**src/rtl/gfdx_pkg.sv**
```systemverilog
package gfdx_pkg;
  typedef enum logic {ST_IDLE = 1'b0, ST_RUN = 1'b1} dx_state_e;
  // code is {k_bit, h_bit}
  typedef enum logic [1:0] {OP_ONE = 2'b00, OP_B = 2'b01, OP_A = 2'b10, OP_AB = 2'b11} op_sel_e;
endpackage

```
**src/rtl/gfdx_sq_core.sv**
```systemverilog
module gfdx_sq_core #(
  parameter int M = 8,
  parameter int T = 4
) (
  input  logic         clk_i,
  input  logic         rst_ni,
  input  logic         en_i,
  input  logic         clr_i,
  input  logic [M-1:0] ia_i,
  input  logic [T-1:0] dig_i,
  input  logic [M-1:0] poly_i,
  output logic [M-1:0] res_o
);
  function automatic logic [M-1:0] times_x(input logic [M-1:0] v, input logic [M-1:0] p);
    return {v[M-2:0], 1'b0} ^ (v[M-1] ? p : '0);
  endfunction

  logic [M-1:0] acc_q;
  logic [M-1:0] chain [T+1];

  assign chain[0] = clr_i ? '0 : acc_q;

  // one folded stage per digit bit, MSB of the digit first
  for (genvar s = 0; s < T; s++) begin : g_stage
    assign chain[s+1] = times_x(times_x(chain[s], poly_i), poly_i)
                      ^ (dig_i[T-1-s] ? ia_i : '0);
  end

  assign res_o = chain[T];

  always_ff @(posedge clk_i or negedge rst_ni) begin
    if (!rst_ni)   acc_q <= '0;
    else if (en_i) acc_q <= res_o;
  end
endmodule

```
**src/rtl/gfdx_pts.sv**
```systemverilog
module gfdx_pts #(
  parameter int M = 8
) (
  input  logic         clk_i,
  input  logic         rst_ni,
  input  logic         load_i,
  input  logic         shift_i,
  input  logic [M-1:0] val_i,
  output logic         msb_o
);
  logic [M-1:0] sr_q;

  always_ff @(posedge clk_i or negedge rst_ni) begin
    if (!rst_ni)      sr_q <= '0;
    else if (load_i)  sr_q <= val_i;
    else if (shift_i) sr_q <= {sr_q[M-2:0], 1'b0};
  end

  assign msb_o = sr_q[M-1];
endmodule

```
**src/rtl/gfdx_opsel.sv**
```systemverilog
module gfdx_opsel
  import gfdx_pkg::*;
#(
  parameter int M = 8
) (
  input  logic         k_bit_i,
  input  logic         h_bit_i,
  input  logic [M-1:0] a_i,
  input  logic [M-1:0] b_i,
  input  logic [M-1:0] ab_i,
  output logic [M-1:0] op_o
);
  localparam logic [M-1:0] ONE = {{(M-1){1'b0}}, 1'b1};

  always_comb begin
    case (op_sel_e'({k_bit_i, h_bit_i}))
      OP_ONE:  op_o = ONE;
      OP_B:    op_o = b_i;
      OP_A:    op_o = a_i;
      default: op_o = ab_i;
    endcase
  end
endmodule

```
**src/rtl/gf2m_dual_pow.sv**
```systemverilog
module gf2m_dual_pow
  import gfdx_pkg::*;
#(
  parameter int M = 8,
  parameter int T = 4
) (
  input  logic         clk_i,
  input  logic         rst_ni,
  input  logic         start_i,
  input  logic [M-1:0] a_i,
  input  logic [M-1:0] b_i,
  input  logic [M-1:0] k_i,
  input  logic [M-1:0] h_i,
  input  logic [M-1:0] poly_i,
  output logic [M-1:0] z_o,
  output logic         done_o
);
  localparam int N         = (M + T - 1) / T;
  localparam int IBW       = N * T;
  localparam int HALF      = (M + 1) / 2;
  localparam int CW        = (N > 1) ? $clog2(N) : 1;
  localparam int PW        = $clog2(M + 2);
  localparam int LAST_PASS = M + 1;
  localparam logic [M-1:0] ONE = {{(M-1){1'b0}}, 1'b1};

  dx_state_e     state_q;
  logic [PW-1:0] pass_q;
  logic [CW-1:0] cyc_q;
  logic [M-1:0]  a_q, b_q, p_q, y1_q, d_q, c_q, z_q;
  logic          done_q;

  logic          accept, last_cyc, sq_pass, run;
  logic          k_bit, h_bit;
  logic [M-1:0]  a_x, sel_op, ia, res;
  logic [HALF-1:0] b_even, b_odd;
  logic [IBW-1:0]  ib_pad;
  logic [T-1:0]    dig;

  assign run      = (state_q == ST_RUN);
  assign accept   = (state_q == ST_IDLE) && start_i;
  assign last_cyc = run && (cyc_q == CW'(N - 1));
  assign sq_pass  = (pass_q >= PW'(2));

  // A times x, for the odd-bit half of the product
  assign a_x = {a_q[M-2:0], 1'b0} ^ (a_q[M-1] ? p_q : '0);

  for (genvar j = 0; j < HALF; j++) begin : g_split
    assign b_even[j] = b_q[2*j];
    if (2*j + 1 < M) begin : g_odd
      assign b_odd[j] = b_q[2*j+1];
    end else begin : g_pad
      assign b_odd[j] = 1'b0;
    end
  end

  gfdx_pts #(.M(M)) u_kbits (
    .clk_i(clk_i), .rst_ni(rst_ni), .load_i(accept),
    .shift_i(last_cyc && sq_pass), .val_i(k_i), .msb_o(k_bit)
  );

  gfdx_pts #(.M(M)) u_hbits (
    .clk_i(clk_i), .rst_ni(rst_ni), .load_i(accept),
    .shift_i(last_cyc && sq_pass), .val_i(h_i), .msb_o(h_bit)
  );

  gfdx_opsel #(.M(M)) u_opsel (
    .k_bit_i(k_bit), .h_bit_i(h_bit), .a_i(a_q), .b_i(b_q),
    .ab_i(d_q), .op_o(sel_op)
  );

  always_comb begin
    ib_pad = '0;
    if (pass_q == PW'(0)) begin
      ia                 = a_q;
      ib_pad[HALF-1:0]   = b_even;
    end else if (pass_q == PW'(1)) begin
      ia                 = a_x;
      ib_pad[HALF-1:0]   = b_odd;
    end else begin
      ia                 = sel_op;
      ib_pad[M-1:0]      = c_q;
    end
  end

  assign dig = ib_pad[(N - 1 - int'(cyc_q)) * T +: T];

  gfdx_sq_core #(.M(M), .T(T)) u_core (
    .clk_i(clk_i), .rst_ni(rst_ni), .en_i(run), .clr_i(cyc_q == '0),
    .ia_i(ia), .dig_i(dig), .poly_i(p_q), .res_o(res)
  );

  always_ff @(posedge clk_i or negedge rst_ni) begin
    if (!rst_ni) begin
      state_q <= ST_IDLE;
      pass_q  <= '0;
      cyc_q   <= '0;
      a_q     <= '0;
      b_q     <= '0;
      p_q     <= '0;
      y1_q    <= '0;
      d_q     <= '0;
      c_q     <= ONE;
      z_q     <= '0;
      done_q  <= 1'b0;
    end else begin
      done_q <= 1'b0;
      if (accept) begin
        state_q <= ST_RUN;
        pass_q  <= '0;
        cyc_q   <= '0;
        a_q     <= a_i;
        b_q     <= b_i;
        p_q     <= poly_i;
        c_q     <= ONE;
      end else if (run) begin
        cyc_q <= last_cyc ? '0 : cyc_q + 1'b1;
        if (last_cyc) begin
          pass_q <= pass_q + 1'b1;
          if (pass_q == PW'(0))      y1_q <= res;
          else if (pass_q == PW'(1)) d_q  <= y1_q ^ res;
          else                       c_q  <= res;
          if (pass_q == PW'(LAST_PASS)) begin
            z_q     <= res;
            done_q  <= 1'b1;
            state_q <= ST_IDLE;
          end
        end
      end
    end
  end

  assign z_o    = z_q;
  assign done_o = done_q;
endmodule

```
**config.mk**
```make
export PLATFORM = sky130hd
export DESIGN_NAME = gf2m_dual_pow
export DESIGN_NICKNAME = d
export VERILOG_FILES = /design/src/rtl/gfdx_pkg.sv /design/src/rtl/gfdx_sq_core.sv /design/src/rtl/gfdx_pts.sv /design/src/rtl/gfdx_opsel.sv /design/src/rtl/gf2m_dual_pow.sv
export SDC_FILE = /design/constraint.sdc
export NUM_CORES = 1
export LEC_CHECK = 0
export BUFFER_PORTS_ARGS = -buffer_cell sky130_fd_sc_hd__buf_2
export CAP_MARGIN = 20
export CORE_ASPECT_RATIO = 1.5
export CORE_MARGIN = 2
export CORE_UTILIZATION = 60
export DETAILED_ROUTE_END_ITERATION = 16
export PLACE_DENSITY_LB_ADDON = 0.12
export SYNTH_ARGS = -nofsm -noshare
export SYNTH_HDL_FRONTEND = slang
export SYNTH_SLANG_ARGS = --single-unit
```
**constraint.sdc**
```tcl
create_clock -name clk_i -period 12.58 [get_ports clk_i]
set_clock_uncertainty 0.1 [all_clocks]
set_input_delay 2.516 -clock clk_i [delete_from_list [all_inputs] [get_ports clk_i]]
set_output_delay 2.516 -clock clk_i [all_outputs]
set_load 0.005 [all_outputs]
```
* Word level (Yosys, flattened, before mapping) *
Cells that the tools add are included.

cells by class
  $add $sub $neg = 3
  order comparisons = 1
  equal/unequal tests = 6
  shift operators = 1
  multiplexer cells = 44
  bitwise gates (word level) = 17
  reduce and logical (&&, ||, !) cells = 13

operators by type and width
  operator                                                               number
  8-bit 2-to-1 mux                                                       25
  8-bit bitwise XOR                                                      14
  4-bit 2-to-1 mux                                                       7
  8-bit case mux with 3 select lines                                     1
  4-bit AND reduction                                                    3
  1-bit 2-to-1 mux                                                       11
  8-bit by 4-bit variable part select with 4-bit output                  1
  2-bit nonzero test                                                     3
  5-bit AND reduction                                                    1
  4-bit by 1-bit adder with 4-bit output, second input constant          1
  4-bit by 1-bit == test with 1-bit output, second input constant        1
  4-bit == test, second input constant                                   1
  4-bit by 2-bit >= comparator with 1-bit output, second input constant  1
  4-bit zero test                                                        1
  2-bit inequality test, second input constant                           2
  1-bit logical AND                                                      3
  1-bit inverter                                                         3
  2-bit by 1-bit == test with 1-bit output, second input constant        1
  2-bit == test, second input constant                                   1
  2-bit zero test                                                        1
  2-bit AND reduction                                                    1
  1-bit by 1-bit subtractor with 2-bit output, first input constant      1
  1-bit adder, second input constant                                     1

word-level totals
  bits in registers = 87
  input port bits = 43
  output and inout bits = 9
  word-level logic and storage cells = 99

* Longest topological paths before layout *
  depth after elaboration = 26
  depth in mapped cells = 19
  mapped depth without buffers = 16

* By module *
Synthesis repeated with hierarchy kept, for this count alone.

unflattened totals
  cells, all modules = 698
  area, all modules = 6157.2 µm²

by module, submodules not included
  module         instances  cells each  area an instance (µm²)
  gf2m_dual_pow  1          302         3000.4
  gfdx_sq_core   1          307         2225.9
  gfdx_pts       2          34          369.1
  gfdx_opsel     1          21          192.7

* Worst setup path after synthesis *
OpenSTA, ideal clock, no wires.

  path type = register to register
  start = register pass_q[1]
  end = register d_q[2]
  setup time = 0.125 ns
  data arrival time = 4.149 ns
  required time = 12.355 ns
  path slack = 8.206 ns
  cell stages (with the launch flop) = 18
  period minus slack after synthesis = 4.374 ns
  path through = dfrtp_1 inv_1 ha_1 nor3b_2 buf_6 nor2_2 a32oi_2 nor2_1 xnor3_2 xnor2_2 xnor3_1 mux2i_1 a21o_1 a21oi_2 xnor3_2 nand2_2 xor3_1 mux2_2

on the way
  cells in the longest elaborated chain, start to end = 22
  elaborated cells between the ends (all ways) = 32

ends and longest elaborated chain
  element                                                line                                       source
  start: declaration                                     gf2m_dual_pow.sv:27                        logic [PW-1:0] pass_q;
  start signal: assignment                               gf2m_dual_pow.sv:118                       pass_q <= pass_q + 1'b1;
  4-bit by 1-bit == test with 1-bit output               gf2m_dual_pow.sv:76, gf2m_dual_pow.sv:120
  4-bit 2-to-1 mux                                       gf2m_dual_pow.sv:76                        end else if (pass_q == PW'(1)) begin
  4-bit 2-to-1 mux                                       gf2m_dual_pow.sv:73                        if (pass_q == PW'(0)) begin
  8-bit by 4-bit variable part select with 4-bit output  gf2m_dual_pow.sv:85                        assign dig = ib_pad[(N - 1 - int'(cyc_q)) * T +: T];
  8-bit 2-to-1 mux                                       gfdx_sq_core.sv:26                         ^ (dig_i[T-1-s] ? ia_i : '0);
  8-bit bitwise XOR                                      gfdx_sq_core.sv:26
  8-bit 2-to-1 mux                                       gfdx_sq_core.sv:15                         return {v[M-2:0], 1'b0} ^ (v[M-1] ? p : '0);
  8-bit bitwise XOR                                      gfdx_sq_core.sv:15
  [6 not listed]                                         -
  8-bit bitwise XOR                                      gfdx_sq_core.sv:15
  8-bit bitwise XOR                                      gfdx_sq_core.sv:26
  8-bit 2-to-1 mux                                       gfdx_sq_core.sv:15
  8-bit bitwise XOR                                      gfdx_sq_core.sv:15
  8-bit 2-to-1 mux                                       gfdx_sq_core.sv:15
  8-bit bitwise XOR                                      gfdx_sq_core.sv:15
  8-bit bitwise XOR                                      gfdx_sq_core.sv:26
  8-bit bitwise XOR                                      gf2m_dual_pow.sv:120                       else if (pass_q == PW'(1)) d_q <= y1_q ^ res;
  end signal: assignment                                 gf2m_dual_pow.sv:120
  end: declaration                                       gf2m_dual_pow.sv:29                        logic [M-1:0] a_q, b_q, p_q, y1_q, d_q, c_q, z_q;

Parallel ways exist; a longest one is shown, timed or not.
A chain may end at the register's enable or synchronous reset.

* Worst setup path in the final report *
  start = register pass_q[1]
  end = register c_q[7]

on the way
  cells in the longest elaborated chain, start to end = 26
  elaborated cells between the ends (all ways) = 37

ends and longest elaborated chain
  element                                                line                                       source
  4-bit by 1-bit == test with 1-bit output               gf2m_dual_pow.sv:76, gf2m_dual_pow.sv:120
  4-bit 2-to-1 mux                                       gf2m_dual_pow.sv:76
  4-bit 2-to-1 mux                                       gf2m_dual_pow.sv:73
  8-bit by 4-bit variable part select with 4-bit output  gf2m_dual_pow.sv:85
  8-bit 2-to-1 mux                                       gfdx_sq_core.sv:26
  8-bit bitwise XOR                                      gfdx_sq_core.sv:26
  8-bit 2-to-1 mux                                       gfdx_sq_core.sv:15
  8-bit bitwise XOR                                      gfdx_sq_core.sv:15
  [10 not listed]                                        -
  8-bit 2-to-1 mux                                       gfdx_sq_core.sv:15
  8-bit bitwise XOR                                      gfdx_sq_core.sv:15
  8-bit bitwise XOR                                      gfdx_sq_core.sv:26
  8-bit 2-to-1 mux                                       gf2m_dual_pow.sv:120
  8-bit 2-to-1 mux                                       gf2m_dual_pow.sv:119                       if (pass_q == PW'(0)) y1_q <= res;
  8-bit 2-to-1 mux                                       gf2m_dual_pow.sv:117                       if (last_cyc) begin
  8-bit 2-to-1 mux                                       gf2m_dual_pow.sv:115                       end else if (run) begin
  8-bit 2-to-1 mux                                       gf2m_dual_pow.sv:107                       if (accept) begin
  end signal: assignment                                 gf2m_dual_pow.sv:121                       else c_q <= res;
  end: declaration                                       gf2m_dual_pow.sv:29

Parallel ways exist; a longest one is shown, timed or not. The select of a mux whose other input is x is not followed.

==> impl_metrics.py <==
metrics = {
    "run": {
        "max-cap-violations": 0,
    },
    "die": {
        "die_y_um": 130,
        "die_area_mm2": 0.0114,
        "io_pins": 52,
        "die_w_um": 87.8,
        "core_region_area_mm2": 0.0102,
        "initial_utilization_pct": 62.0,
        "rows": 45,
    },
    "worst_setup_path": {
        "cp_slowest_cell": "nor3b_2",
        "crit_family": "compound AO/OA/AOI/OAI gates",
        "critPathLaunchType": "flip-flop",
        "cp_max_fo": 14,
        "end_kind": "flip-flop",
        "r2r_slack_ps": 6760,
        "critical_path_class": "flip-flop to flip-flop",
        "timing.rr.end": "c_q[7]",
        "r2r-start": "pass_q[1]",
        "worstPathRequired_ps": 12680,
        "worstRegToRegCells": 16,
        "crit_top_cell": "o21ai_0",
        "max_stage_delay_ps": 730,
        "worst_ep_arrival_time_ps": 5920,
        "crit_chain": "inv_1 > ha_1 > nor3b_2 > nor2_2 > a32o_1 > a21oi_1 > o21ai_0 > xnor2_2 > xnor3_1 > o211ai_1 > a21o_1 > nand2_1 > nor4bb_1 > nor3_2 > xnor2_1 > o21ai_0",
        "cp.buffers_inverters": 1,
    },
    "yosys": {
        "yosys-top-cells-area": "dfrtp_1, nand2_1, xnor2_1, o21ai_0, mux2_2",
        "syn_avg_cell_area_um2": 8.39,
        "syn_nets": 800,
        "synthTopCellsByCount": "nand2_1, dfrtp_1, o21ai_0, nor2_1, xnor2_1",
        "async_flop_share_pct": 100,
        "synthCells": 753,
        "syn_area_mm2": 0.00632,
        "yosys_warnings": 0,
        "yosysSeqAreaShare_pct": 34.5,
        "synthFlopType": "dfrtp_1",
        "yosysMostFrequentCell": "nand2_1",
        "synth_top_area_share_pct": 34.1,
        "synth_edf_count": 0,
        "postSynthRegisterBits": 87,
        "synth_cell_types": 72,
        "synth.largest_area_cell": "dfrtp_1",
    },
    "finish": {
        "num-nets-final": 821,
        "finalInstanceArea_mm2": 0.00696,
        "seqCellArea_mm2": 0.00218,
        "drive_gt1_share_pct": 15.5,
        "area_delta_synth_final_pct": 10.1,
        "multi_input_area_mm2": 0.00389,
        "fin_util_pct": 68.3,
        "n_antenna_cell": 0,
        "fillers": 890,
    },
    "drt": {
        "wl_per_cell_um": 19.6,
        "vias": 5596,
        "drc": 0,
        "met1Wirelength_um": 7000,
        "met3_length_um": 691,
        "viasPerCell": 6.08,
        "drt_iter0_markers": 312,
        "final_antenna_net_count": 0,
        "top_layer_used": "met4",
        "dr_wl_met2_um": 9250,
        "first_pass_iters": 4,
        "drt-total-wl_um": 18000,
    },
    "sta": {
        "period_share_pct": 46.2,
        "fmaxAchievable_ghz": 0.172,
        "worstMarginPinSlew_ps": 968,
        "hold_viol_final": 0,
        "max_slew_margin_pct": 35.3,
        "period_needed_ps": 5820,
        "rsz0062_at_grt": "no",
        "final.setup.tns_ps": 0,
        "setup_viol": 0,
        "report.final.slew_viol_count": 0,
    },
    "run_status": {
        "run_status": "complete, no violations",
    },
    "clock_tree": {
        "root_buffer": "clkbuf_16",
        "postCtsSetupRepairBufs": 0,
        "cts_max_level": 3,
        "cts_tree": "done",
        "cts_resized": 0,
        "path_clk_slew_ps": 70,
        "clkLatencyLatePin_ps": 340,
        "clock-sinks": 87,
        "clock_path_buffers": 2,
        "ctsHoldBuffers": 0,
        "cts_buffers": 9,
    },
    "global_routing": {
        "grt_pass1_wl_um": 28200,
        "grt-ovfl-total": 0,
        "grt_pass1_vias": 5321,
        "gr-usage-all-layers_pct": 32.9,
        "grt_max_degree": 53,
        "antenna_found_initial": 0,
    },
    "min_path": {
        "hold_class": "flip-flop to flip-flop",
        "whs_endpoint": "z_o[2]",
        "hold_depth": 2,
        "hold_start": "z_o[2]",
    },
    "place": {
        "numPortBuffers": 51,
        "gp_congestion": 0.974,
        "place_hpwl_um": 13300,
        "dpl_cell_area_mm2": 0.00661,
    },
}
## cell type report
class | count | share of cell area (%)
inverters | 17 | 0.917
repair buffers | 58 | 4.57
clock inverters | 7 | 1.55
flip-flops and latches | 87 | 31.3
well taps | 141 | 2.54
clock buffers | 9 | 3.24
multi-input cells | 601 | 55.9
## cells in the final DEF (no fill, tap or decap), drive strengths merged, types with 7 or more instances in the layout
cell type,n
nand3,18
mux2,19
a31oi,16
xor2,15
dfrtp,86
clkbuf,9
nand2,191
and2,9
a21oi,25
nor2b,7
mux2i,8
xnor2,50
nor3,9
a21o,7
o21ai,60
buf,58
a221oi,8
nor2,51
xnor3,11
o211ai,12
inv,19
## metal layers
metal / up-vias / GRT usage (%)
met3: 53 / 4.97
met1: 2722 / 39.3
met2: 183 / 55.9
li1: 2638 / -
met5: - / 0
met4: 0 / 18.6
## cell families after synthesis
group / Yosys count / share of synthesized area, %
simple gates: 318 / 22.5
compound gates: 171 / 18.3
flops: 87 / 34.5
xor+xnor: 81 / 15.1
buf+inv: 65 / 4.16
mux: 27 / 4.66
fa+ha+maj: 4 / 0.792
## worst max-delay path by stage
stage / depth (start not counted) / from / slack, ps / end
finish: 16 / pass_q[1] / 6760 / c_q[7]
global route: 16 / pass_q[1] / 6420 / c_q[7]
CTS: 16 / pass_q[1] / 6780 / c_q[7]
detailed placement: 16 / pass_q[1] / 6810 / c_q[7]
global placement: 16 / pass_q[1] / 6920 / c_q[7]
floorplan: 17 / pass_q[1] / 8210 / d_q[2]
## worst min-delay path, cell delays in order (launching register included)
cell and delay, ps:
dfrtp_1 340, nand2_1 50, o21ai_0 60
## metrics by stage
step / instances / setup WS (ps) / hold slack [ps]
6_report: 920 / 6760 / 379
5_1_grt: 920 / 6420 / 409
4_1_cts: 919 / 6780 / 381
3_5_place_dp: 903 / 6810 / 365
3_3_place_gp: 903 / 6920 / 358
2_1_floorplan: 753 / 8210 / 344
Power is not shown: default switching activity piles up to over one toggle a cycle in this logic, so the estimate is an artifact.
